File: src/rtl/dmairq_pkg.sv
package dmairq_pkg;
  localparam int unsigned REG_W          = 32;
  localparam int unsigned CH_STAT_LSB    = 0;
  localparam int unsigned CH_EN_LSB      = 16;
  localparam int unsigned STALL_STAT_BIT = 13;
  localparam int unsigned FIFO_STAT_BIT  = 14;
  localparam int unsigned BERR_STAT_BIT  = 15;
  localparam int unsigned STALL_EN_BIT   = 29;
  localparam int unsigned FIFO_EN_BIT    = 30;
  localparam int unsigned GLOBAL_SRCS    = 3;  // stall, fifo empty, bus error
  localparam int unsigned GLOBAL_ENS     = 2;  // stall, fifo empty
endpackage

File: src/rtl/dmairq_sticky.sv
module dmairq_sticky #(
  parameter int unsigned W = 13
) (
  input  logic         clk,
  input  logic         rst_n,
  input  logic [W-1:0] set_i,
  input  logic [W-1:0] clr_i,
  output logic [W-1:0] q_o
);
  for (genvar i = 0; i < W; i++) begin : g_bit
    always_ff @(posedge clk) begin
      if (!rst_n)        q_o[i] <= 1'b0;
      else if (set_i[i]) q_o[i] <= 1'b1;   // set has priority over clear
      else if (clr_i[i]) q_o[i] <= 1'b0;
    end
  end
endmodule

File: src/rtl/dmairq_toggle.sv
module dmairq_toggle #(
  parameter int unsigned W = 12
) (
  input  logic         clk,
  input  logic         rst_n,
  input  logic [W-1:0] tgl_i,
  output logic [W-1:0] q_o
);
  for (genvar i = 0; i < W; i++) begin : g_bit
    always_ff @(posedge clk) begin
      if (!rst_n)        q_o[i] <= 1'b0;
      else if (tgl_i[i]) q_o[i] <= ~q_o[i];
    end
  end
endmodule

File: src/rtl/dmairq_combine.sv
module dmairq_combine #(
  parameter int unsigned NCH = 10
) (
  input  logic [NCH-1:0] chan_stat,
  input  logic [NCH-1:0] chan_en,
  input  logic           stall_stat,
  input  logic           stall_en,
  input  logic           fifo_stat,
  input  logic           fifo_en,
  input  logic           berr_stat,
  output logic           irq_o
);
  logic chan_any;
  assign chan_any = |(chan_stat & chan_en);
  assign irq_o    = chan_any | (stall_stat & stall_en) | (fifo_stat & fifo_en) | berr_stat;
endmodule

File: src/rtl/dmairq_ctl.sv
module dmairq_ctl
  import dmairq_pkg::*;
#(
  parameter int unsigned NUM_CH = 10
) (
  input  logic              clk,
  input  logic              rst_n,
  input  logic              reg_wr_en,
  input  logic [REG_W-1:0]  reg_wdata,
  output logic [REG_W-1:0]  reg_rdata,
  input  logic [NUM_CH-1:0] chan_done,
  input  logic              stall_evt,
  input  logic              fifo_empty_evt,
  input  logic              bus_err_evt,
  output logic              irq
);
  localparam int unsigned SW = NUM_CH + GLOBAL_SRCS;
  localparam int unsigned EW = NUM_CH + GLOBAL_ENS;

  // status vector layout: {berr, fifo, stall, chan[NUM_CH-1:0]}
  logic [SW-1:0] stat_set, stat_clr, stat_q;
  // enable vector layout: {fifo_en, stall_en, chan_en[NUM_CH-1:0]}
  logic [EW-1:0] en_tgl, en_q;

  assign stat_set = {bus_err_evt, fifo_empty_evt, stall_evt, chan_done};
  assign stat_clr = reg_wr_en ? {reg_wdata[BERR_STAT_BIT], reg_wdata[FIFO_STAT_BIT],
                                 reg_wdata[STALL_STAT_BIT], reg_wdata[CH_STAT_LSB +: NUM_CH]}
                              : '0;
  assign en_tgl   = reg_wr_en ? {reg_wdata[FIFO_EN_BIT], reg_wdata[STALL_EN_BIT],
                                 reg_wdata[CH_EN_LSB +: NUM_CH]}
                              : '0;

  logic unused_wdata_bits;
  assign unused_wdata_bits = ^reg_wdata;

  dmairq_sticky #(.W(SW)) u_stat (
    .clk(clk), .rst_n(rst_n), .set_i(stat_set), .clr_i(stat_clr), .q_o(stat_q)
  );

  dmairq_toggle #(.W(EW)) u_en (
    .clk(clk), .rst_n(rst_n), .tgl_i(en_tgl), .q_o(en_q)
  );

  dmairq_combine #(.NCH(NUM_CH)) u_comb (
    .chan_stat (stat_q[NUM_CH-1:0]),
    .chan_en   (en_q[NUM_CH-1:0]),
    .stall_stat(stat_q[NUM_CH]),
    .stall_en  (en_q[NUM_CH]),
    .fifo_stat (stat_q[NUM_CH+1]),
    .fifo_en   (en_q[NUM_CH+1]),
    .berr_stat (stat_q[NUM_CH+2]),
    .irq_o     (irq)
  );

  always_comb begin
    reg_rdata                          = '0;
    reg_rdata[CH_STAT_LSB +: NUM_CH]   = stat_q[NUM_CH-1:0];
    reg_rdata[STALL_STAT_BIT]          = stat_q[NUM_CH];
    reg_rdata[FIFO_STAT_BIT]           = stat_q[NUM_CH+1];
    reg_rdata[BERR_STAT_BIT]           = stat_q[NUM_CH+2];
    reg_rdata[CH_EN_LSB +: NUM_CH]     = en_q[NUM_CH-1:0];
    reg_rdata[STALL_EN_BIT]            = en_q[NUM_CH];
    reg_rdata[FIFO_EN_BIT]             = en_q[NUM_CH+1];
  end
endmodule

File: config.mk
export PLATFORM = sky130hd
export DESIGN_NAME = dmairq_ctl
export DESIGN_NICKNAME = d
export VERILOG_FILES = /design/src/rtl/dmairq_pkg.sv /design/src/rtl/dmairq_sticky.sv /design/src/rtl/dmairq_toggle.sv /design/src/rtl/dmairq_combine.sv /design/src/rtl/dmairq_ctl.sv
export SDC_FILE = /design/constraint.sdc
export NUM_CORES = 1
export LEC_CHECK = 0
export CORE_ASPECT_RATIO = 0.5
export CORE_MARGIN = 5
export CORE_UTILIZATION = 36
export CTS_BUF_LIST = sky130_fd_sc_hd__clkbuf_4
export DETAILED_ROUTE_END_ITERATION = 16
export GPL_TIMING_DRIVEN = 0
export PLACE_DENSITY = 0.87
export SLEW_MARGIN = 10
export SYNTH_ARGS = -nofsm -noshare
export SYNTH_HDL_FRONTEND = slang
export SYNTH_HIERARCHICAL = 1
export SYNTH_SLANG_ARGS = --single-unit
File: constraint.sdc
create_clock -name clk -period 1.2 [get_ports clk]
set_input_delay 0.24 -clock clk [delete_from_list [all_inputs] [get_ports clk]]
set_output_delay 0.24 -clock clk [all_outputs]
set_load 0.01 [all_outputs]
==> Word-level counts from Yosys, hierarchy flattened <==
Cells that the tools add are included.
W data, S select, Z words.
{ "word_totals": {"mem_count": 0, "register_bits": 25, "latchBits": 0, "input_bits": 48, "mem_bits_rw": 0, "elab_cells": 85, "romBits": 0, "output_inout_bits": 33} }
{ "op_classes": {"shifts": 0, "multipliers": 0, "bitwise": 18, "eq_ne": 0, "magnitude_cmp": 0, "muxes": 28, "addsub": 0, "n_div": 0, "n_reduce_logical": 14} }
{ "ops": {"columns": ["operator", "n"], "rows": [
  ["$mux W1", 26],
  ["$reduce_bool A2 Y1", 13],
  ["$mux W13", 1],
  ["$mux W12", 1],
  ["$not A1 Y1", 12],
  ["$and A10 B10 Y10", 1],
  ["$reduce_or A10 Y1", 1],
  ["$or A1 B1 Y1", 3],
  ["$and A1 B1 Y1", 2]
]} }

==> Logic depth before layout (Yosys ltp) <==
Gate-level depths: netlist of run 1.
{ "logic_depth": {"word_depth": 5, "ltp_mapped": 4, "mapped_depth_nobuf": 3} }

==> Hierarchy <==
Netlist of run 1, hierarchy kept.
{ "modules_own_cells": {"columns": ["mod", "n_inst", "area_per_inst_um2", "cells_each", "seq_area_each_um2"], "rows": [
  ["dmairq_sticky", 1, 450.4, 40, 260.2],
  ["dmairq_toggle", 1, 427.9, 37, 240.2],
  ["dmairq_ctl", 1, 259.0, 35, 0.0],
  ["dmairq_combine", 1, 57.6, 8, 0.0]
]} }

==> Least setup slack after synthesis of run 1 <==
OpenSTA, ideal clock, no wires.
{ "synth_path": {"path_kind": "reg2out", "startpoint": "register u_stat.q_o[4]", "endpoint": "output port irq", "arrival_ns": 0.928, "stages_incl_launch_ff": 4, "path_slack_ns": 0.032, "path_buffers": 0, "t_required_ns": 0.960, "cell_sequence": "dfxtp_1 -> a222oi_1 -> and3_1 -> nand4_1"} }
{ "synth_between": {"elab_chain_len": 5} }
{ "synth_lines": {"columns": ["element", "line", "rtl"], "rows": [
  ["start: declaration", "dmairq_sticky.sv:8", "output logic [W-1:0] q_o"],
  ["start signal: indexed assignment", "dmairq_sticky.sv:12", "if (!rst_n) q_o[i] <= 1'b0;"],
  ["start signal: indexed assignment", "dmairq_sticky.sv:13", "else if (set_i[i]) q_o[i] <= 1'b1;"],
  ["start signal: indexed assignment", "dmairq_sticky.sv:14", "else if (clr_i[i]) q_o[i] <= 1'b0;"],
  ["$and A10 B10 Y10", "dmairq_combine.sv:14", "assign chan_any = |(chan_stat & chan_en);"],
  ["$reduce_or A10 Y1", "dmairq_combine.sv:14", null],
  ["$or A1 B1 Y1 (3 in a row)", "dmairq_combine.sv:15", "assign irq_o = chan_any | (stall_stat & stall_en) | (fifo_stat & fifo_en) | berr_stat;"],
  ["end: declaration", "dmairq_ctl.sv:15", "output logic irq"]
]} }
No other way between the ends.

==> Final worst setup path of run 1 <==
Same ends and word-level chain as after synthesis.

==> qor.txt, run 1 <==
status - finished, violations left
failing checks - setup timing
min Tclk post-route - 1.68 ns
final worst-path cycle share - 140%
Post-route DRC - 0
vias in the first global route - 1164
Max clock buf depth - 2
hold_sp - chan_done[1]
Synth Cell Area - 0.00119 mm^2
WL final - 3680 um
Core Area - 0.00308 mm^2
nets@finish - 255
Max IR drop VDD - 0.428 mV
initial antenna violation count - 0
Global Route Usage Sum - 15.3%
layout cells sized above 1 - 45.6%
Cells after DPL - 232
Crit. End Element - output pin
kind of start point of the critical path - flip-flop
Worst EP arrival - 1.44 ns
worst r2r src - u_en/q_o[5]
total power - 0.00192 W
crit-path max cell delay - 0.35 ns
cts hold-fix bufs - 0
die area - 0.00464 mm^2
Crit Path Class - reg -> out
number of antenna diodes - 0
Hold EP - u_stat/q_o[1]
port bufs - 66
Clock Skews - 0 ns
PwrDens - 964 mW/mm^2
Inserted Clock Buffers - 3
CP required - 0.96 ns
post-synth cell types - 14
Worst-Skew Late Latency - 0.33 ns
CP Max Fanout - 3
post-route ant nets - 0
Post-Synthesis Cells - 120
I/O pin count - 81
chip width - 91.5 um
CTS sink count - 25
routability cong. - 0.767
slowest CP cell - dfxtp_2
post-synthesis sequential area ratio - 41.9%
CTS tree - built
crit path from - u_stat/q_o[4]
number of max-cap violations - 0
first-pass GRT wire length - 5620 um
Synth Warn # - 6
reg-to-reg endpoint - u_en/q_o[5]
Final WS setup - -0.476 ns
Final Hold Vio Count - 0
RSZ-0062 raised after global routing - yes
LEAKAGE - 0.933 nW
vias after detailed routing - 1101
reg2reg setup slack - 0.22 ns
post-DP HPWL - 2780 um
largest net degree at the start of global routing - 14
WP depth - 4
grt ovf - 0
drt pass-1 iters - 4
WP buf/inv - 1
DRT iter0 DRCs - 49
Root Buffer - clkbuf_4
Cell Count, Final, Fillers Out - 246
Vias/cell - 4.48
CTS clk-pin slew, worst paths - 0.13 ns
HP Class - in -> reg
Final Slew Violations - 0
DIE HEIGHT - 50.7 um
Synth Area per Inst - 9.96 um^2
Worst Hold Depth - 2
Setup violations, final - 1
Achievable Freq - 597 MHz
H-tree depth - 1
Top delay family on crit path - flip-flops
Initial Utilization - 38.8%
CP Cell Sequence - a222oi_1, and3_1, nand4_1, buf_2
wire per inst - 15.0 um
#FFs+latches synth - 25
area delta synth->final - 66.8%
worst r2r path cells - 4
Std-Cell Rows - 14
post-layout util - 64.7%
-- synthesized netlist by cell type (all sizes together) --
| cell | count | area, um^2 |
|---|---|---|
| nand4 | 1 | 6.26 |
| and3 | 1 | 6.26 |
| dfxtp | 25 | 500 |
| o21a | 13 | 97.6 |
| a21oi | 1 | 5.00 |
| conb | 1 | 3.75 |
| xor2 | 12 | 105 |
| buf | 11 | 93.8 |
| a222oi | 1 | 10.0 |
| and2 | 37 | 255 |
| a22oi | 4 | 30.0 |
| nor2b | 13 | 81.3 |
-- metal layers --
layer	up-vias	GRT usage (%)	share of wire, %	wire length, um
met5	-	0	0	0
met4	0	4.63	2.6	95
met3	10	4.18	4.8	175
met2	34	30.3	56	2060
met1	512	16.0	37	1360
li1	545	-	-	-
-- area by class of cell --
type / count / area, um^2
fill: 254 / 1090
timing repair buffer: 76 / 664
multi-input combinational: 90 / 623
sequential: 25 / 532
buffer: 11 / 93.8
tap: 40 / 50.0
clock buffer: 4 / 30.0
-- cell usage in the layout (no fill, tap or decap), drive strengths merged --
cell	instances
clkdlybuf4s50	39
and2	37
buf	28
dfxtp	25
clkbuf	19
nor2b	13
o21a	13
xor2	12
conb	7
a22oi	4
clkdlybuf4s15	4
dlymetal6s2s	1
a222oi	1
and3	1
a21oi	1
nand4	1
-- how the worst max path moves through the flow --
stage                     end  slack [ns]
after floorplan           irq        0.03
after global placement    irq       -0.45
after detailed placement  irq       -0.46
after CTS                 irq       -0.48
after global routing      irq       -0.55
final                     irq       -0.48
-- repair_timing --
| action | in CTS | in global routing |
|---|---|---|
| setup buffers | 2 | 8 |
| endpoints found under the setup margin | 26 | 30 |
| pin swaps | 2 | 2 |
| resized for setup | 80 | 37 |
-- registers in the layout, summed over array words and instances (netlist names) --
register	cells
u_stat/q_o	13
u_en/q_o	12
-- where the power goes --
group / internal [W] / total (W) / switching, W
combinational: 0.000351 / 0.000557 / 0.000206
clock: 0.000153 / 0.000405 / 0.000252
sequential: 0.000910 / 0.000960 / 0.0000494
-- metrics by stage --
| step | hold slack, ns | worst slack, ns | TNS (ns) | instance area (um^2) |
|---|---|---|---|---|
| 2_1_floorplan | 0.358 | 0.0321 | 0 | 1220 |
| 3_3_place_gp | 0.588 | -0.450 | -6.88 | 1930 |
| 3_5_place_dp | 0.586 | -0.457 | -7.20 | 1930 |
| 4_1_cts | 0.489 | -0.481 | -0.506 | 1990 |
| 5_1_grt | 0.478 | -0.551 | -0.554 | 1990 |
| 6_report | 0.495 | -0.476 | -0.476 | 1990 |
-- kinds of logic (layout without fill, tap and decap cells) --
| kind of cell | Yosys count | after routing | synth area share (%) |
|---|---|---|---|
| DFF | 25 | 25 | 41.9 |
| buffers and inverters | 11 | 91 | 7.85 |
| xor gates and xnor gates | 12 | 12 | 8.80 |
| AOI/OAI and AO/OA | 19 | 19 | 11.9 |
| other | 1 | 7 | 0.314 |
| and+or+nand+nor | 52 | 52 | 29.2 |
Power figures use the tool's default switching activity.
==> run 2, diff against run 1 <==
--- a/config.mk
+++ b/config.mk
@@ -9,6 +9,7 @@
 export CORE_MARGIN = 5
 export CORE_UTILIZATION = 36
 export CTS_BUF_LIST = sky130_fd_sc_hd__clkbuf_4
+export CTS_CLUSTER_DIAMETER = 100
 export DETAILED_ROUTE_END_ITERATION = 16
 export GPL_TIMING_DRIVEN = 0
 export PLACE_DENSITY = 0.87
@@ -17,3 +18,4 @@
 export SYNTH_HDL_FRONTEND = slang
 export SYNTH_HIERARCHICAL = 1
 export SYNTH_SLANG_ARGS = --single-unit
+export TNS_END_PERCENT = 5
==> qor.txt, run 2 (same netlist as run 1, synthesis figures left out) <==
Global Route Usage Sum - 15.2%
final hold slack - 0.497 ns
Worst-Skew Late Latency - 0.33 ns
Top Registers - u_stat/q_o (13), u_en/q_o (12)
CP Max Fanout - 3
drt pass-1 iters - 4
Std-Cell Rows - 14
CP required - 0.96 ns
placed instance area - 0.00193 mm^2
vias after detailed routing - 1037
layout cells sized above 1 - 42.6%
LEAKAGE - 0.882 nW
Place WS - -0.457 ns
initial antenna violation count - 0
min Tclk post-route - 1.67 ns
grt ovf - 0
max reg flops - 13
highest-count cells in the layout ignoring fill and taps - 39 x clkdlybuf4s50_1, 24 x dfxtp_2, 19 x and2_2, 18 x and2_1, 15 x clkbuf_2
status - finished, violations left
Sum Neg Setup Slack - -0.475 ns
largest net degree at the start of global routing - 14
area of the multi-input gates - 623 um^2
area delta synth->final - 58.6%
number of antenna diodes - 0
most flop-heavy register - u_stat/q_o
Fill cells - 270
vias in the first global route - 1154
CTS clk-pin slew, worst paths - 0.13 ns
port bufs - 66
first-pass GRT wire length - 5590 um
DRT iter0 DRCs - 34
Final Hold Vio Count - 0
WL final - 3540 um
Seq pwr share - 51.9%
Core Area - 0.00308 mm^2
Crit. End Element - output pin
Worst Hold Depth - 2
wire per inst - 14.9 um
Initial Utilization - 38.8%
Post-route DRC - 0
post-route ant nets - 0
Setup violations, final - 1
fraction of power spent switching nets - 26.4%
clock share of power - 21.6%
cts hold-fix bufs - 0
worst r2r path cells - 3
PwrDens - 983 mW/mm^2
post-DP HPWL - 2780 um
hold_sp - bus_err_evt
combinational share of power - 26.5%
Psw - 0.000492 W
Final Cell Area - 0.00190 mm^2
Final WS setup - -0.475 ns
Achievable Freq - 597 MHz
chip width - 91.5 um
Final Slew Violations - 0
H-tree depth - 1
worst r2r src - u_en/q_o[4]
kind of start point of the critical path - flip-flop
internal power - 0.00137 W
Worst EP arrival - 1.43 ns
RSZ-0062 raised after global routing - yes
die area - 0.00464 mm^2
I/O pin count - 81
Inserted Clock Buffers - 3
Vias/cell - 4.38
Max IR drop VDD - 0.408 mV
Crit Path Class - reg -> out
CTS sink count - 25
crit path from - u_stat/q_o[4]
routability cong. - 0.767
Clock Skews - 0 ns
most common cell after layout, fill and taps aside - clkdlybuf4s50_1
post-layout util - 61.5%
Reg area - 531 um^2
Root Buffer - clkbuf_4
DIE HEIGHT - 50.7 um
Max clock buf depth - 2
HP Class - in -> reg
number of max-cap violations - 0
failing checks - setup timing
nets@finish - 246
reg2reg setup slack - 0.34 ns
final worst-path cycle share - 140%
CTS tree - built
run 2: cell count changes in the layout (fill, tap and decap cells not counted):
cell / delta
clkdlybuf4s15_2: -1
dfxtp_1: +1
buf_6: -4
buf_2: +4
buf_4: -8
dfxtp_2: -1
run 2: power groups by stage:
stage / Combinational [W] / Clock, W / Sequential, W
after global placement: 0.000529 / 0 / 0.000970
final: 0.000493 / 0.000403 / 0.000967
after CTS: 0.000515 / 0.000421 / 0.000962
after floorplan: 0.000199 / 0 / 0.000994
after detailed placement: 0.000543 / 0 / 0.000972
after global routing: 0.000534 / 0.000458 / 0.000976
run 2: metrics by stage:
step	power, W	instances
5_1_grt	0.00197	237
3_5_place_dp	0.00152	232
6_report	0.00186	237
2_1_floorplan	0.00119	126
3_3_place_gp	0.00150	232
4_1_cts	0.00190	237
run 2: routing by layer:
layer | vias to the layer above | wire, um | track usage, %
li1 | 524 | - | -
met1 | 486 | 1370 | 15.9
met2 | 23 | 1980 | 29.8
met3 | 4 | 151 | 4.18
met4 | 0 | 35 | 4.63
met5 | - | 0 | 0
run 2: cell type report:
type,count,share of cell area (%)
clock buffer,4,1.58
buffer,11,4.95
tap,40,2.64
timing repair buffer,67,30.0
sequential,25,28.0
multi-input combinational,90,32.9
run 2: final timing paths:
kind,to
worst max-delay path,irq
worst min-delay path,u_stat/q_o[12]
worst max register to register,u_en/q_o[4]
worst min register to register,u_en/q_o[7]
run 2: critical path, cell delays in order, from the launching register on:
cell and delay [ns]:
dfxtp_2 0.35, a222oi_1 0.33, and3_1 0.22, nand4_1 0.07, buf_2 0.15
run 2: repair_timing:
| action | 4_1_cts | 5_1_grt |
|---|---|---|
| endpoints found under the hold margin | 0 | 0 |
| setup endpoints to repair | 26 | 27 |
| buffers inserted | 1 | 0 |
| resized for setup | 81 | 31 |
| pin swaps | 2 | 2 |
==> run 3, diff against run 2 <==
--- a/config.mk
+++ b/config.mk
@@ -7,12 +7,12 @@
 export LEC_CHECK = 0
 export CORE_ASPECT_RATIO = 0.5
 export CORE_MARGIN = 5
-export CORE_UTILIZATION = 36
+export CORE_UTILIZATION = 32
 export CTS_BUF_LIST = sky130_fd_sc_hd__clkbuf_4
 export CTS_CLUSTER_DIAMETER = 100
 export DETAILED_ROUTE_END_ITERATION = 16
 export GPL_TIMING_DRIVEN = 0
-export PLACE_DENSITY = 0.87
+export PLACE_DENSITY = 0.8
 export SLEW_MARGIN = 10
 export SYNTH_ARGS = -nofsm -noshare
 export SYNTH_HDL_FRONTEND = slang
==> qor.txt, run 3 (same netlist as run 1, synthesis figures left out) <==
Worst EP arrival - 1.42 ns
chip width - 96.4 um
highest-count cells in the layout ignoring fill and taps - 39 x clkdlybuf4s50_1, 25 x dfxtp_2, 19 x and2_2, 18 x and2_1, 14 x buf_2
WL final - 3320 um
Final Slew Violations - 0
Post-route DRC - 0
port bufs - 66
slowest CP cell - dfxtp_2
post-route ant nets - 0
DRT iter0 DRCs - 32
routability cong. - 0.739
CTS sink count - 25
I/O pin count - 81
Achievable Freq - 602 MHz
number of antenna diodes - 0
Top Registers - u_stat/q_o (13), u_en/q_o (12)
vias after detailed routing - 1024
wire per inst - 13.3 um
drt pass-1 iters - 4
Final WS setup - -0.461 ns
Core Area - 0.00351 mm^2
die area - 0.00513 mm^2
status - finished, violations left
largest net degree at the start of global routing - 16
LEAKAGE - 0.888 nW
area delta synth->final - 60.8%
WP buf/inv - 1
HP Class - in -> reg
Inserted Clock Buffers - 3
Top delay family on crit path - flip-flops
initial antenna violation count - 0
most common cell after layout, fill and taps aside - clkdlybuf4s50_1
Crit Path Class - reg -> out
placed instance area - 0.00194 mm^2
Global Route Usage Sum - 13.3%
Std-Cell Rows - 15
vias in the first global route - 1056
Max clock buf depth - 2
Final Hold Vio Count - 0
CP Cell Sequence - a222oi_1, and3_1, nand4_1, buf_2
crit-path max cell delay - 0.35 ns
Final Cell Area - 0.00192 mm^2
cts hold-fix bufs - 0
DIE HEIGHT - 53.2 um
CTS clk-pin slew, worst paths - 0.15 ns
min Tclk post-route - 1.66 ns
grt ovf - 0
Setup violations, final - 1
Max IR drop VDD - 0.326 mV
post-DP HPWL - 2630 um
Clock Skews - 0 ns
Vias/cell - 4.11
CP Max Fanout - 2
failing checks - setup timing
H-tree depth - 1
first-pass GRT wire length - 5110 um
number of max-cap violations - 0
Fill cells - 330
nets@finish - 247
final worst-path cycle share - 138%
max reg flops - 13
Initial Utilization - 34.0%
PwrDens - 960 mW/mm^2
CP required - 0.96 ns
Worst-Skew Late Latency - 0.33 ns
Crit. End Element - output pin
CTS tree - built
total power - 0.00185 W
RSZ-0062 raised after global routing - yes
kind of start point of the critical path - flip-flop
Root Buffer - clkbuf_4
most flop-heavy register - u_stat/q_o
layout cells sized above 1 - 41.9%
==> run 3: cell count changes in the layout (fill, tap and decap cells not counted) <==
cell	previous run	this run
dfxtp_1	1	0
clkbuf_2	15	6
buf_4	8	10
buf_6	5	4
clkbuf_4	4	3
clkdlybuf4s15_1	1	3
buf_2	7	14
clkdlybuf4s15_2	2	1
dlygate4sd2_1	0	1
clkinvlp_4	0	1
dfxtp_2	24	25
==> run 3: power by group <==
group | switching, W | leakage [nW] | internal, W | total, W
Combinational | 0.000177 | 0.659 | 0.000310 | 0.000487
Sequential | 0.0000553 | 0.215 | 0.000911 | 0.000966
Clock | 0.000265 | 0.0139 | 0.000128 | 0.000392
==> run 3: routing by layer <==
| metal | track usage (%) | vias up | part of all wire [%] |
|---|---|---|---|
| met3 | 3.27 | 2 | 4.7 |
| met1 | 15.5 | 470 | 44 |
| met5 | 0 | - | 0 |
| li1 | - | 527 | - |
| met2 | 24.7 | 25 | 51 |
| met4 | 2.79 | 0 | 0.60 |
==> run 3: area by class of cell <==
| class | instances | area (um^2) | share of cell area [%] |
|---|---|---|---|
| buffer | 11 | 93.8 | 4.88 |
| clock buffer | 3 | 22.5 | 1.17 |
| clock inverter | 1 | 7.51 | 0.391 |
| multi-input combinational | 90 | 623 | 32.4 |
| sequential | 25 | 532 | 27.7 |
| tap | 51 | 63.8 | 3.32 |
| timing repair buffer | 68 | 579 | 30.1 |
==> run 3: timing repair <==
| item | in CTS | in global routing |
|---|---|---|
| buffers inserted | 1 | 1 |
| resized for setup | 88 | 27 |
| endpoints found under the setup margin | 26 | 34 |
| pin swaps | 2 | 2 |
| gates cloned | 0 | 0 |
==> run 3: through the flow <==
step                hold slack (ns)  TNS [ns]  utilization (%)  instances  setup slack [ns]
floorplan                     0.358         0                -        126            0.0321
global placement              0.586     -7.34             55.3        243            -0.449
detailed placement            0.598     -7.25             55.3        243            -0.465
CTS                           0.480    -0.531             57.0        248            -0.501
global route                  0.477    -0.602             54.8        249            -0.532
finish                        0.490    -0.461             54.8        249            -0.461
==> run 3: worst paths after layout <==
| check | start | endpoint | slack [ns] | cells past startpoint |
|---|---|---|---|---|
| max | u_stat/q_o[4] | irq | -0.46 | 4 |
| max reg2reg | u_en/q_o[4] | u_en/q_o[4] | 0.35 | 3 |
| min | chan_done[8] | u_stat/q_o[8] | 0.49 | 2 |
| min reg2reg | u_en/q_o[8] | u_en/q_o[8] | 0.59 | 2 |
